File: src/rtl/dvs_pkg.sv
// Package: dvs_pkg
// Shared constants and the per-lane operand class type for the divide
// operand screening unit. Assumes IEEE-754 binary32 lanes.
package dvs_pkg;

    localparam int LANES   = 4;
    localparam int WORD_W  = 32;
    localparam int EXP_W   = 8;
    localparam int FRAC_W  = 23;
    localparam int NIBBLE_W = 4;
    localparam int IDX_W   = 3;

    // Operand class of one lane; at most one bit is set.
    typedef struct packed {
        logic is_nan;
        logic is_inf;
        logic is_zero;
        logic is_den;
    } lane_class_t;

endpackage

File: src/rtl/dvs_lane_classify.sv
// Module: dvs_lane_classify
// Classifies one floating-point lane (without its sign bit) as NaN,
// infinity, zero or denormal, and exposes the raw exponent field.
// Assumes the exponent sits directly above the fraction.
module dvs_lane_classify
    import dvs_pkg::*;
#(
    parameter int EXP_BITS  = EXP_W,
    parameter int FRAC_BITS = FRAC_W
) (
    input  logic [EXP_BITS+FRAC_BITS-1:0] mag,
    output lane_class_t                   cls,
    output logic [EXP_BITS-1:0]           exp_field
);

    logic [FRAC_BITS-1:0] frac;
    logic                 exp_ones;
    logic                 exp_zero;
    logic                 frac_zero;

    // Split the magnitude into its exponent and fraction fields.
    always_comb begin
        exp_field = mag[EXP_BITS+FRAC_BITS-1:FRAC_BITS];
        frac      = mag[FRAC_BITS-1:0];
        exp_ones  = &exp_field;
        exp_zero  = ~|exp_field;
        frac_zero = ~|frac;
    end

    // Derive the operand class from the field patterns.
    always_comb begin
        cls.is_nan  = exp_ones &  ~frac_zero;
        cls.is_inf  = exp_ones &   frac_zero;
        cls.is_zero = exp_zero &   frac_zero;
        cls.is_den  = exp_zero &  ~frac_zero;
    end

endmodule

File: src/rtl/dvs_lane_rules.sv
// Module: dvs_lane_rules
// Applies the range and guard rules to one dividend/divisor lane pair.
// Assumes classified operands and raw exponent fields; the signed
// difference is two bits wider than the field so it cannot overflow.
module dvs_lane_rules
    import dvs_pkg::*;
#(
    parameter int EXP_BITS = EXP_W
) (
    input  lane_class_t         cls_a,
    input  lane_class_t         cls_b,
    input  logic [EXP_BITS-1:0] exp_a,
    input  logic [EXP_BITS-1:0] exp_b,
    output logic                range_hit,
    output logic                guard_hit
);

    localparam int DIFF_W = EXP_BITS + 2;
    localparam int BIAS   = (1 << (EXP_BITS - 1)) - 1;
    localparam logic signed [DIFF_W-1:0] BIAS_S  = DIFF_W'(BIAS);
    localparam logic signed [DIFF_W-1:0] B_LOW   = DIFF_W'(-(BIAS - 1));
    localparam logic signed [DIFF_W-1:0] B_HIGH  = DIFF_W'(BIAS - 2);
    localparam logic signed [DIFF_W-1:0] D_HIGH  = DIFF_W'(BIAS);
    localparam logic signed [DIFF_W-1:0] D_LOW   = DIFF_W'(-(BIAS - 2));

    logic signed [DIFF_W-1:0] ua;
    logic signed [DIFF_W-1:0] ub;
    logic signed [DIFF_W-1:0] delta;
    logic special_hit;
    logic divisor_exp_hit;
    logic delta_hit;

    // Unbias both exponents and form their signed difference.
    always_comb begin
        ua    = $signed({2'b00, exp_a}) - BIAS_S;
        ub    = $signed({2'b00, exp_b}) - BIAS_S;
        delta = ua - ub;
    end

    // Evaluate each range condition separately.
    always_comb begin
        special_hit     = cls_a.is_nan | cls_a.is_inf |
                          cls_b.is_zero | cls_b.is_nan | cls_b.is_inf;
        divisor_exp_hit = (ub <= B_LOW) | (ub >= B_HIGH);
        delta_hit       = ~cls_a.is_zero & ((delta >= D_HIGH) | (delta <= D_LOW));
    end

    // Combine into the lane's range and guard flags.
    always_comb begin
        range_hit = special_hit | divisor_exp_hit | delta_hit;
        guard_hit = cls_a.is_inf | cls_b.is_inf | cls_b.is_zero | cls_b.is_den;
    end

endmodule

File: src/rtl/dvs_merge.sv
// Module: dvs_merge
// ORs the per-lane flags and packs them into the fixed condition
// pattern {1, guard, range, 0}. Purely combinational.
module dvs_merge
    import dvs_pkg::*;
#(
    parameter int NLANES = LANES
) (
    input  logic [NLANES-1:0]   range_vec,
    input  logic [NLANES-1:0]   guard_vec,
    output logic [NIBBLE_W-1:0] nibble
);

    // Reduce across lanes and place the flags in the pattern.
    always_comb begin
        nibble = {1'b1, |guard_vec, |range_vec, 1'b0};
    end

endmodule

File: src/rtl/vdiv_opscreen.sv
// Module: vdiv_opscreen
// Top of the divide operand screening unit. One lane classifier pair
// and one rule block per lane, a cross-lane merge, and one register
// stage for the condition value, field index and strobes.
// Assumes requests are single-cycle strobes; reset is synchronous, active low.
module vdiv_opscreen
    import dvs_pkg::*;
(
    input  logic                    clk,
    input  logic                    rst_n,
    input  logic                    in_valid,
    input  logic [LANES*WORD_W-1:0] dividend_vec,
    input  logic [LANES*WORD_W-1:0] divisor_vec,
    input  logic [IDX_W-1:0]        field_idx_in,
    input  logic                    fac_enable,
    output logic [NIBBLE_W-1:0]     cond_nibble,
    output logic [IDX_W-1:0]        field_idx_out,
    output logic                    cond_wr,
    output logic                    unavail_exc
);

    localparam int MAG_W = EXP_W + FRAC_W;

    logic [LANES-1:0]    range_vec;
    logic [LANES-1:0]    guard_vec;
    logic [NIBBLE_W-1:0] nibble_d;
    logic                take_wr;
    logic                take_exc;

    // One screening slice per lane; sign bits are not routed in.
    for (genvar li = 0; li < LANES; li++) begin : g_lane
        lane_class_t       cls_a;
        lane_class_t       cls_b;
        logic [EXP_W-1:0]  exp_a;
        logic [EXP_W-1:0]  exp_b;

        dvs_lane_classify #(.EXP_BITS(EXP_W), .FRAC_BITS(FRAC_W)) u_cls_a (
            .mag       (dividend_vec[li*WORD_W +: MAG_W]),
            .cls       (cls_a),
            .exp_field (exp_a)
        );

        dvs_lane_classify #(.EXP_BITS(EXP_W), .FRAC_BITS(FRAC_W)) u_cls_b (
            .mag       (divisor_vec[li*WORD_W +: MAG_W]),
            .cls       (cls_b),
            .exp_field (exp_b)
        );

        dvs_lane_rules #(.EXP_BITS(EXP_W)) u_rules (
            .cls_a     (cls_a),
            .cls_b     (cls_b),
            .exp_a     (exp_a),
            .exp_b     (exp_b),
            .range_hit (range_vec[li]),
            .guard_hit (guard_vec[li])
        );
    end

    dvs_merge #(.NLANES(LANES)) u_merge (
        .range_vec (range_vec),
        .guard_vec (guard_vec),
        .nibble    (nibble_d)
    );

    // Decide which strobe a request produces.
    always_comb begin
        take_wr  = in_valid &  fac_enable;
        take_exc = in_valid & ~fac_enable;
    end

    // Register strobes; clear them in reset.
    always_ff @(posedge clk) begin
        if (!rst_n) begin
            cond_wr     <= 1'b0;
            unavail_exc <= 1'b0;
        end else begin
            cond_wr     <= take_wr;
            unavail_exc <= take_exc;
        end
    end

    // Register the condition value only on an enabled request.
    always_ff @(posedge clk) begin
        if (!rst_n) begin
            cond_nibble <= '0;
        end else if (take_wr) begin
            cond_nibble <= nibble_d;
        end
    end

    // Register the destination index on every request.
    always_ff @(posedge clk) begin
        if (!rst_n) begin
            field_idx_out <= '0;
        end else if (in_valid) begin
            field_idx_out <= field_idx_in;
        end
    end

    // Assertions guarding the lane flags and the register stage.
    AST_GUARD_IN_RANGE: assert property (@(posedge clk) disable iff (!rst_n)
        (guard_vec & ~range_vec) == '0);
    AST_WR_AFTER_REQ: assert property (@(posedge clk) disable iff (!rst_n)
        (in_valid && fac_enable) |=> (cond_wr && !unavail_exc));
    AST_EXC_AFTER_REQ: assert property (@(posedge clk) disable iff (!rst_n)
        (in_valid && !fac_enable) |=> (unavail_exc && !cond_wr));
    AST_NO_SPURIOUS_WR: assert property (@(posedge clk) disable iff (!rst_n)
        !in_valid |=> (!cond_wr && !unavail_exc));
    AST_HOLD_WHEN_IDLE: assert property (@(posedge clk) disable iff (!rst_n)
        !(in_valid && fac_enable) |=> $stable(cond_nibble));
    AST_PATTERN: assert property (@(posedge clk) disable iff (!rst_n)
        cond_wr |-> (cond_nibble[3] && !cond_nibble[0]));

endmodule

File: config.mk
export PLATFORM = sky130hd
export DESIGN_NAME = vdiv_opscreen
export DESIGN_NICKNAME = d
export VERILOG_FILES = /design/src/rtl/dvs_pkg.sv /design/src/rtl/dvs_lane_classify.sv /design/src/rtl/dvs_lane_rules.sv /design/src/rtl/dvs_merge.sv /design/src/rtl/vdiv_opscreen.sv
export SDC_FILE = /design/constraint.sdc
export NUM_CORES = 1
export LEC_CHECK = 0
export ABC_AREA = 1
export CORE_ASPECT_RATIO = 0.8
export CORE_UTILIZATION = 37
export DETAILED_ROUTE_END_ITERATION = 10
export PLACE_DENSITY_LB_ADDON = 0.1
export SYNTH_ARGS = -nofsm -noshare
export SYNTH_HDL_FRONTEND = slang
export SYNTH_SLANG_ARGS = --single-unit
File: constraint.sdc
create_clock -name clk -period 2.6 [get_ports clk]
set_input_delay 0.39 -clock clk [delete_from_list [all_inputs] [get_ports clk]]
set_output_delay 0.39 -clock clk [all_outputs]
set_load 0.005 [all_outputs]
Word-level counts from Yosys, hierarchy flattened
Index checks and enable logic that the tools add are counted.
- flip-flop bits (word level): 8
- bits of input ports: 263
- output and inout bits: 9
- word-level logic and storage cells: 157
- bitwise gates (word level): 83
- add/sub/neg operators: 12
- reductions and logical operators: 42
- $lt $le $gt $ge: 16
- operators by type and width (cell ; number):
    23-bit OR reduction ; 8
    10-bit by 8-bit >= comparator with 1-bit output (second input constant) ; 8
    10-bit by 8-bit less-or-equal comparator with 1-bit output (second input constant) ; 8
    8-bit by 7-bit subtractor with 9-bit output (second input constant) ; 8
    8-bit AND reduction ; 8
    8-bit OR reduction ; 8
    1-bit OR ; 44
    10-bit subtractor ; 4
    1-bit bitwise AND ; 34
    1-bit zero test ; 16
    4-bit OR reduction ; 2
    1-bit inverter ; 5

Depth between registers and ports, before layout
Gate-level depths: netlist of run 1.
- depth after elaboration: 10
- depth in mapped cells: 22
- mapped depth without buffers: 22

Hierarchy
A second synthesis of run 1 with hierarchy kept.
- cells, all modules: 1242
- area total of the unflattened synthesis: 6383.6 µm²
- by module, submodules not included (module ; instances ; area each (µm²) ; cells each ; sequential area each (µm²)):
    dvs_lane_rules at g_lane[0].u_rules ... ; 3 ; 1076.0 ; 206 ; 0.0
    dvs_lane_classify ; 8 ; 224.0 ; 47 ; 0.0
    dvs_lane_rules at g_lane[1].u_rules ; 1 ; 1003.5 ; 195 ; 0.0
    vdiv_opscreen ; 1 ; 315.3 ; 43 ; 180.2
    dvs_merge ; 1 ; 45.0 ; 10 ; 0.0

Worst setup path after synthesis of run 1
OpenSTA, ideal clock, no wires.
- kind: input to register
- start: in divisor_vec[119]
- end: reg cond_nibble[1]
- data required time: 2.483 ns
- setup slack: -0.040 ns
- buffers on the path: 0
- library setup time: 0.117 ns
- cell stages on the path: 21
- arrival time: 2.523 ns
- cells stage by stage: ha_1 inv_1 or2_2 and2_1 ha_1 nand2_1 nand2_1 a31oi_1 o21ai_2 nand2_1 nand2_2 nand2_2 nand3_1 nand2_1 nand2_1 nor2_1 nand2_1 nand3_1 nand2_1 nor2_1 nor2_1
- cells in the longest elaborated chain, start to end: 9
- elaborated cells on any way between the ends: 21
- classes of those cells: 2 x add/sub; 4 x order compare; 11 x bitwise; 4 x reduce/logical
- RTL lines (element ; line ; source):
    start: declaration ; vdiv_opscreen.sv:13 ; input logic [LANES*WORD_W-1:0] divisor_vec,
    parallel branches: the longest is 7 deep, another holds 10-bit subtractor ; -- ;
    1-bit OR (*) ; dvs_lane_rules.sv:50 ; range_hit = special_hit | divisor_exp_hit | delta_hit;
    4-bit OR reduction (*) ; dvs_merge.sv:16 ; nibble = {1'b1, |guard_vec, |range_vec, 1'b0};
    end signal: assignment ; vdiv_opscreen.sv:87 ; cond_nibble <= nibble_d;
    end: declaration ; vdiv_opscreen.sv:16 ; output logic [NIBBLE_W-1:0] cond_nibble,
Mark *: on every way between the ends.
A chain may end at the register's enable or synchronous reset.

Worst setup path after layout of run 1
Same ends and word-level chain as after synthesis.

==> run metrics, run 1 <==
CORE AREA 13150 µm²; antenna cells 0; total CTS buffers 3; vias in the first global route 7591; Worst Path Max Fanout 3; filler cell count 1031; H-Tree Depth 1; CP Buf/Inv Count 4; Tcrit/Tclk final 0.9831; final-report hold violation count 0; WL final 21.27 mm; Overall Power 2.254 mW; crit path DAT 2670 ps; footprint of the multi-input gates 5076 µm²; pwr/cell area 220.5 nW/µm²; Worst-Margin Slew 591.1 ps; Synth Register Bits 8; CP Launch Point divisor_vec[119]; setup TNS 0 ps; Slew HR 0.6023; VDD IR max 155.1 µV; HP Class flop to flop; CP Cell Sequence buf_4 -> buf_4 -> inv_1 -> ha_1 -> inv_1 -> fa_2 -> nand2_1 -> nand2_1 -> nand2_1 -> nand2_2 -> nand3_2 -> nand2_1 -> nand2_1 -> nand2_1 -> nand3_2 -> nand2_1 -> nor2_1 -> nand2_1 -> nand3_2 -> nand2_2 -> nor2_1 -> nor2_1; CTS tree built; fmax 0.3912 GHz; dpl cell area 9318 µm²; first-pass GRT wire length 32.75 mm; crit end category flop; max cap viols 0; gr ovfl total 0; slowest cell on the critical path fa_2; die width 133.2 µm; die area 14260 µm²; worst r2r src cond_nibble[2]; Clock transition at path regs 40 ps; final setup skew 0 ps; static leakage 5.216 nW; Area Overhead vs Synth 100.4%; Clock Tree Root clkbuf_16; post-synthesis sequential area ratio 0.03141; cell family with most CP delay simple AND/OR/NAND/NOR gates; Synth Cell Area 5099 µm²; max-slew violations 0; PortBufs 262; Post-layout nets 1760; Initial DRT Pass Iterations 5; Via density 4.933; Clock Sinks 8; CTS Buffer Depth 2; cell count after synthesis 986; worst skew pair latency 230 ps; final setup fails 0; Net Count, Synth 1299; status complete, no violations; crit path kind input port to flop; Netlist cell types 37; Routed WL per cell 13.13 µm; Worst Hold Launch cond_nibble[3]; DR DRC count 0; initial antenna violation count 0; Mean Syn Cell Area 5.171 µm²; Sequential cell area 160.2 µm²; Initial Utilization 0.3878; final worst path period need 2556 ps; Initial DRC Count 389; Synthesis Warnings 0; design area 10220 µm²; WHS 480.7 ps; final weighted congestion in routability-driven placement 0.8629; ANT nets after route 0; CP Data Required Time 2720 ps; cts hold-fix bufs 0; Overall Global Routing Usage 0.2765; most common cell type on the critical path nand2_1; DR vias 7992; Ports 272; largest net degree at the start of global routing 7; Die Height 107.0 µm; CP max stage delay 380 ps; row cnt 37; critical path startpoint category input port; layout cells sized above 1 0.2893; DP HPWL 17.27 mm
-- synthesized netlist by cell type --
| cell | n | area, µm² |
|---|---|---|
| nand2_1 | 331 | 1242 |
| inv_1 | 155 | 581.8 |
| nor2_1 | 96 | 360.4 |
| nand3_1 | 95 | 475.5 |
| nor4_1 | 49 | 306.5 |
| ha_1 | 46 | 575.6 |
| nor3_1 | 28 | 140.1 |
| nand2_2 | 26 | 162.7 |
| o21ai_0 | 22 | 110.1 |
| nand4_1 | 21 | 131.4 |
| nand3b_1 | 14 | 105.1 |
| a21oi_1 | 12 | 60.06 |
| dfxtp_1 | 8 | 160.2 |
| nand3_2 | 8 | 80.08 |
| nor2_2 | 8 | 50.05 |
| nor2_4 | 8 | 90.09 |
| xor2_1 | 8 | 70.07 |
| or2_2 | 6 | 37.54 |
| and2_1 | 5 | 31.28 |
| inv_2 | 5 | 18.77 |
| a31oi_1 | 4 | 25.02 |
| fa_1 | 4 | 80.08 |
| xnor2_1 | 4 | 35.03 |
| o21ai_2 | 3 | 26.28 |
| o31ai_1 | 3 | 22.52 |
| a21oi_2 | 2 | 17.52 |
| and2_0 | 2 | 12.51 |
| o21ai_1 | 2 | 10.01 |
| o21bai_1 | 2 | 15.01 |
| o22ai_1 | 2 | 12.51 |
| a41oi_1 | 1 | 8.760 |
| and3_1 | 1 | 6.260 |
| buf_2 | 1 | 5.000 |
| buf_4 | 1 | 7.510 |
| conb_1 | 1 | 3.750 |
| nand4_2 | 1 | 12.51 |
| o2111ai_1 | 1 | 8.760 |
-- final timing paths --
check / endpoint / slack, ps / cells after the start
min: cond_nibble[3] / 480 / 2
max reg2reg: cond_nibble[2] / 1950 / 2
max: cond_nibble[1] / 40 / 22
min reg2reg: cond_nibble[3] / 480 / 2
-- area by class of cell --
type / count / area share
Timing Repair Buffer: 458 / 0.4001
Tap cell: 175 / 0.02143
Inverter: 160 / 0.05877
Sequential cell: 8 / 0.01567
Multi-Input combinational cell: 816 / 0.4967
Clock buffer: 3 / 0.007346
-- logic make-up after synthesis --
| logic type | count (synthesis) | share of synthesized area |
|---|---|---|
| XOR/XNOR | 12 | 0.02061 |
| AND/OR/NAND/NOR | 699 | 0.6363 |
| flip-flops | 8 | 0.03141 |
| buffers and inverters | 162 | 0.1202 |
| other | 1 | 0.0007355 |
| adder cells (fa/ha/maj) | 50 | 0.1286 |
| AO/OA/AOI/OAI | 54 | 0.06209 |
-- cells in the final DEF, fill, tap and decap left out, types with 6 or more instances in the layout --
master           synthesis  final
nand2_4                  0      6
clkbuf_2                 0     13
nor3_1                  28     21
dfxtp_1                  8      8
a21oi_1                 12      8
o21ai_1                  2      6
nand4_1                 21     21
dlymetal6s2s_1           0     22
xor2_1                   8      6
nand2_1                331    297
buf_4                    1    194
clkdlybuf4s50_1          0    220
nor2_4                   8     14
nor2_1                  96     76
ha_1                    46     20
nor2_2                   8     22
nand2_2                 26     54
nand3_1                 95     80
nand3b_1                14     14
inv_2                    5     23
nor4_1                  49     49
inv_1                  155    137
o21ai_0                 22     17
nand3_2                  8     21
ha_4                     0     24
-- through the flow --
step	setup slack, ps	utilization	instances
2_1_floorplan	76.77	-	986
6_report	44.04	0.7773	1620
3_3_place_gp	-543.9	0.7087	1602
4_1_cts	3.986	0.7422	1610
5_1_grt	-92.34	0.7773	1620
3_5_place_dp	-637.4	0.7087	1602
-- worst register-to-register path, stage by stage, from the launching register on --
cell     delay [ps]
dfxtp_1         300
o21ai_0         160
a41oi_1          60
-- power breakdown --
| group | internal, mW | leakage [nW] | switching [mW] | total, mW |
|---|---|---|---|---|
| clock | 0.198 | 0.0370 | 0.0619 | 0.260 |
| combinational | 0.986 | 5.11 | 0.873 | 1.86 |
| sequential | 0.131 | 0.0662 | 0.00341 | 0.134 |
| total | 1.32 | 5.22 | 0.938 | 2.25 |
-- layer usage --
metal  vias to the layer above  GRT usage  routed length, µm
met5                         -          0                  0
met4                         0    0.04221                315
met3                        29    0.02790               1311
met2                       259     0.5164              10540
met1                      3566     0.3464               9100
li1                       4138          -                  -
-- flip-flops by register name, indices dropped and copies added, names as in the netlist --
| register | count |
|---|---|
| cond_nibble | 3 |
| cond_wr | 1 |
| field_idx_out | 3 |
| unavail_exc | 1 |
-- repair_timing --
action,4_1_cts,5_1_grt
gates cloned,0,0
setup buffers,5,10
setup endpoints to repair,1,1
pin swaps,43,67
gates resized for setup,101,147
Power figures use the tool's default switching activity.
==> inputs of run 2 (changes only) <==
- RECOVER_POWER: not set -> 50
==> run metrics, run 2 (synthesized netlist as in run 1, its figures left out) <==
row cnt 37; WHS 480.7 ps; critical path startpoint category input port; HP Class flop to flop; Register-to-Register Path Depth 2; Initial DRT Pass Iterations 5; final setup skew 0 ps; WHS Endpoint cond_nibble[3]; Post-layout nets 1760; fmax 0.3912 GHz; max cap viols 0; top flop regs cond_nibble (3), field_idx_out (3); crit path DAT 2670 ps; crit path kind input port to flop; H-Tree Depth 1; die width 133.2 µm; Clock transition at path regs 40 ps; final setup fails 0; CP Launch Point divisor_vec[119]; gr ovfl total 0; Routed WL per cell 13.13 µm; Placed Cells 1602; CORE AREA 13150 µm²; initial antenna violation count 0; CTS tree built; total CTS buffers 3; max-slew violations 0; VDD IR max 155.1 µV; worst r2r src cond_nibble[2]; Worst Hold Launch cond_nibble[3]; most common cell type on the critical path nand2_1; layout cells sized above 1 0.2893; DP HPWL 17.27 mm; Worst-Margin Slew 591.1 ps; Via density 4.927; Clock Tree Root clkbuf_16; DR DRC count 0; crit end category flop; pre-CTS setup slack -637.4 ps; Tcrit/Tclk final 0.9831; pwr/cell area 220.4 nW/µm²; Ports 272; Final WS setup 43.87 ps; most frequent cells in the layout nand2_1 (297), clkdlybuf4s50_1 (217), buf_4 (194); Slew HR 0.6023; vias in the first global route 7591; final weighted congestion in routability-driven placement 0.8629; final std cells w/o fill 1620; antenna cells 0; CTS Buffer Depth 2; Die Height 107.0 µm; static leakage 5.219 nW; r2r setup slk 1950 ps; final-report hold violation count 0; hold path depth 2; PortBufs 262; cell family with most CP delay simple AND/OR/NAND/NOR gates; Overall Power 2.253 mW; FF-to-FF End cond_nibble[2]; CP max stage delay 380 ps; first-pass GRT wire length 32.75 mm; cts hold-fix bufs 0; Initial DRC Count 390; Initial Utilization 0.3878; commonest non-fill, non-tap cell in the layout nand2_1; CP Buf/Inv Count 4; CP Cell Sequence buf_4 -> buf_4 -> inv_1 -> ha_1 -> inv_1 -> fa_2 -> nand2_1 -> nand2_1 -> nand2_1 -> nand2_2 -> nand3_2 -> nand2_1 -> nand2_1 -> nand2_1 -> nand3_2 -> nand2_1 -> nor2_1 -> nand2_1 -> nand3_2 -> nand2_2 -> nor2_1 -> nor2_1; Overall Global Routing Usage 0.2765; Area Overhead vs Synth 100.4%; Clock Sinks 8; status complete, no violations; slowest cell on the critical path fa_2; DR vias 7982; worst skew pair latency 230 ps; Worst Path Max Fanout 3; final worst path period need 2556 ps; ANT nets after route 0; WL final 21.27 mm; largest net degree at the start of global routing 7; CP Data Required Time 2720 ps; die area 14260 µm²
[run 2: cell count changes in the layout (fill, tap and decap cells not counted)]
cell / previous run / this run
dlygate4sd3_1: 0 / 3
clkdlybuf4s50_1: 220 / 217
[run 2: layout make-up]
type / count / area [µm²]
repair buffers: 458 / 4089
well taps: 175 / 219.0
clock buffers: 3 / 75.07
flip-flops and latches: 8 / 160.2
multi-input cells: 816 / 5076
fillers: 1031 / 2928
inverters: 160 / 600.6
[run 2: worst register-to-register path, stage by stage, from the launching register on]
cell and delay [ps]:
dfxtp_1 300, o21ai_0 160, a41oi_1 60
[run 2: power breakdown]
group	switching (mW)	internal [mW]
sequential	0.00335	0.131
combinational	0.873	0.985
clock	0.0619	0.198
[run 2: how the worst max path moves through the flow]
| stage | end | slack [ps] | cells after the start |
|---|---|---|---|
| floorplan | cond_nibble[1] | 80 | 21 |
| global placement | cond_nibble[1] | -540 | 22 |
| detailed placement | cond_nibble[1] | -640 | 22 |
| CTS | cond_nibble[1] | 4 | 18 |
| global route | cond_nibble[1] | -90 | 23 |
| finish | cond_nibble[1] | 40 | 22 |
[run 2: per-layer routing]
metal | up-vias | share of wire | GRT usage
met5 | - | 0 | 0
met4 | 0 | 0.015 | 0.04221
met3 | 29 | 0.062 | 0.02790
met2 | 257 | 0.50 | 0.5164
met1 | 3558 | 0.43 | 0.3464
li1 | 4138 | - | -
[run 2: through the flow]
| stage | TNS (ps) | utilization | area (µm²) |
|---|---|---|---|
| 6_report | 0 | 0.7773 | 10220 |
| 5_1_grt | -92.34 | 0.7773 | 10220 |
| 4_1_cts | 0 | 0.7422 | 9758 |
| 3_5_place_dp | -637.4 | 0.7087 | 9318 |
| 3_3_place_gp | -543.9 | 0.7087 | 9318 |
| 2_1_floorplan | 0 | - | 5130 |
[run 2: what timing repair did]
item / in CTS / in global routing
gates resized for setup: 101 / 147
endpoints found under the setup margin: 1 / 1
pin swaps: 43 / 67
setup buffers: 5 / 10
endpoints found under the hold margin: 0 / 0
==> inputs of run 3 (changes only) <==
- MAX_ROUTING_LAYER: not set -> met4
- REMOVE_ABC_BUFFERS: not set -> 1
==> run metrics, run 3 (synthesized netlist as in run 1, its figures left out) <==
most frequent cells in the layout nand2_1 (285), clkdlybuf4s50_1 (220), buf_4 (192); Overall Global Routing Usage 0.2811; crit path DAT 2670 ps; Sequential cell area 160.2 µm²; DR DRC count 0; final setup fails 0; Worst-Margin Slew 585.2 ps; largest net degree at the start of global routing 7; gr ovfl total 0; Area Overhead vs Synth 103.3%; static leakage 5.200 nW; Initial Utilization 0.3878; CTS Buffer Depth 2; row cnt 37; fin util 0.7884; die width 133.2 µm; Clock Sinks 8; filler cell count 990; crit path kind input port to flop; final worst path period need 2549 ps; design area 10360 µm²; Ports 272; antenna cells 0; footprint of the multi-input gates 5207 µm²; Post-layout nets 1759; CTS tree built; Worst Path Max Fanout 4; final-report hold violation count 0; DP HPWL 17.39 mm; Initial DRC Count 359; final setup skew 0 ps; pre-CTS setup slack -697.5 ps; Tcrit/Tclk final 0.9804; critical path startpoint category input port; PortBufs 262; worst skew pair latency 230 ps; CORE AREA 13150 µm²; H-Tree Depth 1; pwr/cell area 217.7 nW/µm²; CP Data Required Time 2720 ps; HP Class flop to flop; WL final 21.18 mm; dpl cell area 9294 µm²; Clock transition at path regs 40 ps; cts hold-fix bufs 0; Slew HR 0.6063; Final WS setup 50.90 ps; Die Height 107.0 µm; crit end category flop; top flop regs cond_nibble (3), field_idx_out (3); initial antenna violation count 0; vias in the first global route 7478; Routed WL per cell 13.08 µm; max cap viols 0; first-pass GRT wire length 32.36 mm; Initial DRT Pass Iterations 5; Overall Power 2.257 mW; commonest non-fill, non-tap cell in the layout nand2_1; final weighted congestion in routability-driven placement 0.9100; die area 14260 µm²; fmax 0.3923 GHz; setup TNS 0 ps; total CTS buffers 3; status complete, no violations; layout cells sized above 1 0.3102; VDD IR max 162.9 µV; Via density 4.964; Clock Tree Root clkbuf_16; max-slew violations 0; ANT nets after route 0; DR vias 8037
[run 3: cell count changes in the layout (fill, tap and decap cells not counted), sizes merged]
| cell | change |
|---|---|
| dlygate4sd2 | +2 |
| clkbuf | -5 |
| dlymetal6s2s | -3 |
| clkdlybuf4s15 | +3 |
| buf | -1 |
| clkdlybuf4s50 | +3 |
[run 3: power breakdown]
| group | leakage, nW | switching [mW] | internal [mW] |
|---|---|---|---|
| combinational | 5.10 | 0.874 | 0.988 |
| sequential | 0.0662 | 0.00342 | 0.131 |
| clock | 0.0370 | 0.0624 | 0.199 |
| total | 5.20 | 0.940 | 1.32 |
[run 3: stage by stage]
stage                     std cells  hold WS, ps
after global routing           1619        523.8
after floorplan                 984        462.6
after CTS                      1610        487.3
final                          1619        480.3
after detailed placement       1603        478.5
after global placement         1603        451.2
[run 3: final timing paths]
check | depth (start not counted) | startpoint | to | slack, ps
worst max register to register | 2 | cond_nibble[2] | cond_nibble[2] | 1910
worst max-delay path | 22 | dividend_vec[88] | cond_nibble[1] | 50
worst min-delay path | 2 | cond_nibble[3] | cond_nibble[3] | 480
worst min register to register | 2 | cond_nibble[3] | cond_nibble[3] | 480
[run 3: critical path, stage by stage]
cell and delay, ps:
dlygate4sd2_1 250, ha_2 210, nand2_4 100, inv_1 70, nor2_4 110, ha_4 230, nand2_1 70, nand2_1 60
a31oi_2 160, o21ai_1 90, nand2_1 90, nand2_2 80, nand2_2 70, nand2_1 50, nand2_1 50, nand2_1 80
nor2_1 130, nand3_1 100, nand3_2 90, nand2_2 60, nor2_2 90, nor2_1 40
[run 3: layer usage]
layer | part of all wire | track usage | up-vias
met5 | 0 | - | -
met4 | 0.0083 | 0.03571 | 0
met3 | 0.068 | 0.02364 | 20
met2 | 0.50 | 0.5179 | 273
met1 | 0.42 | 0.3412 | 3615
li1 | - | - | 4129
[run 3: layout make-up]
cell class / instances / area share
well taps: 175 / 0.02113
clock buffers: 3 / 0.007243
inverters: 160 / 0.05818
flip-flops and latches: 8 / 0.01545
multi-input cells: 816 / 0.5024
repair buffers: 457 / 0.3956
[run 3: repair_timing]
item,CTS,global route
gates resized for setup,103,184
setup endpoints to repair,1,1
cloned,0,0
pin swaps,37,90
buffers inserted,4,9
hold endpoints to repair,0,0
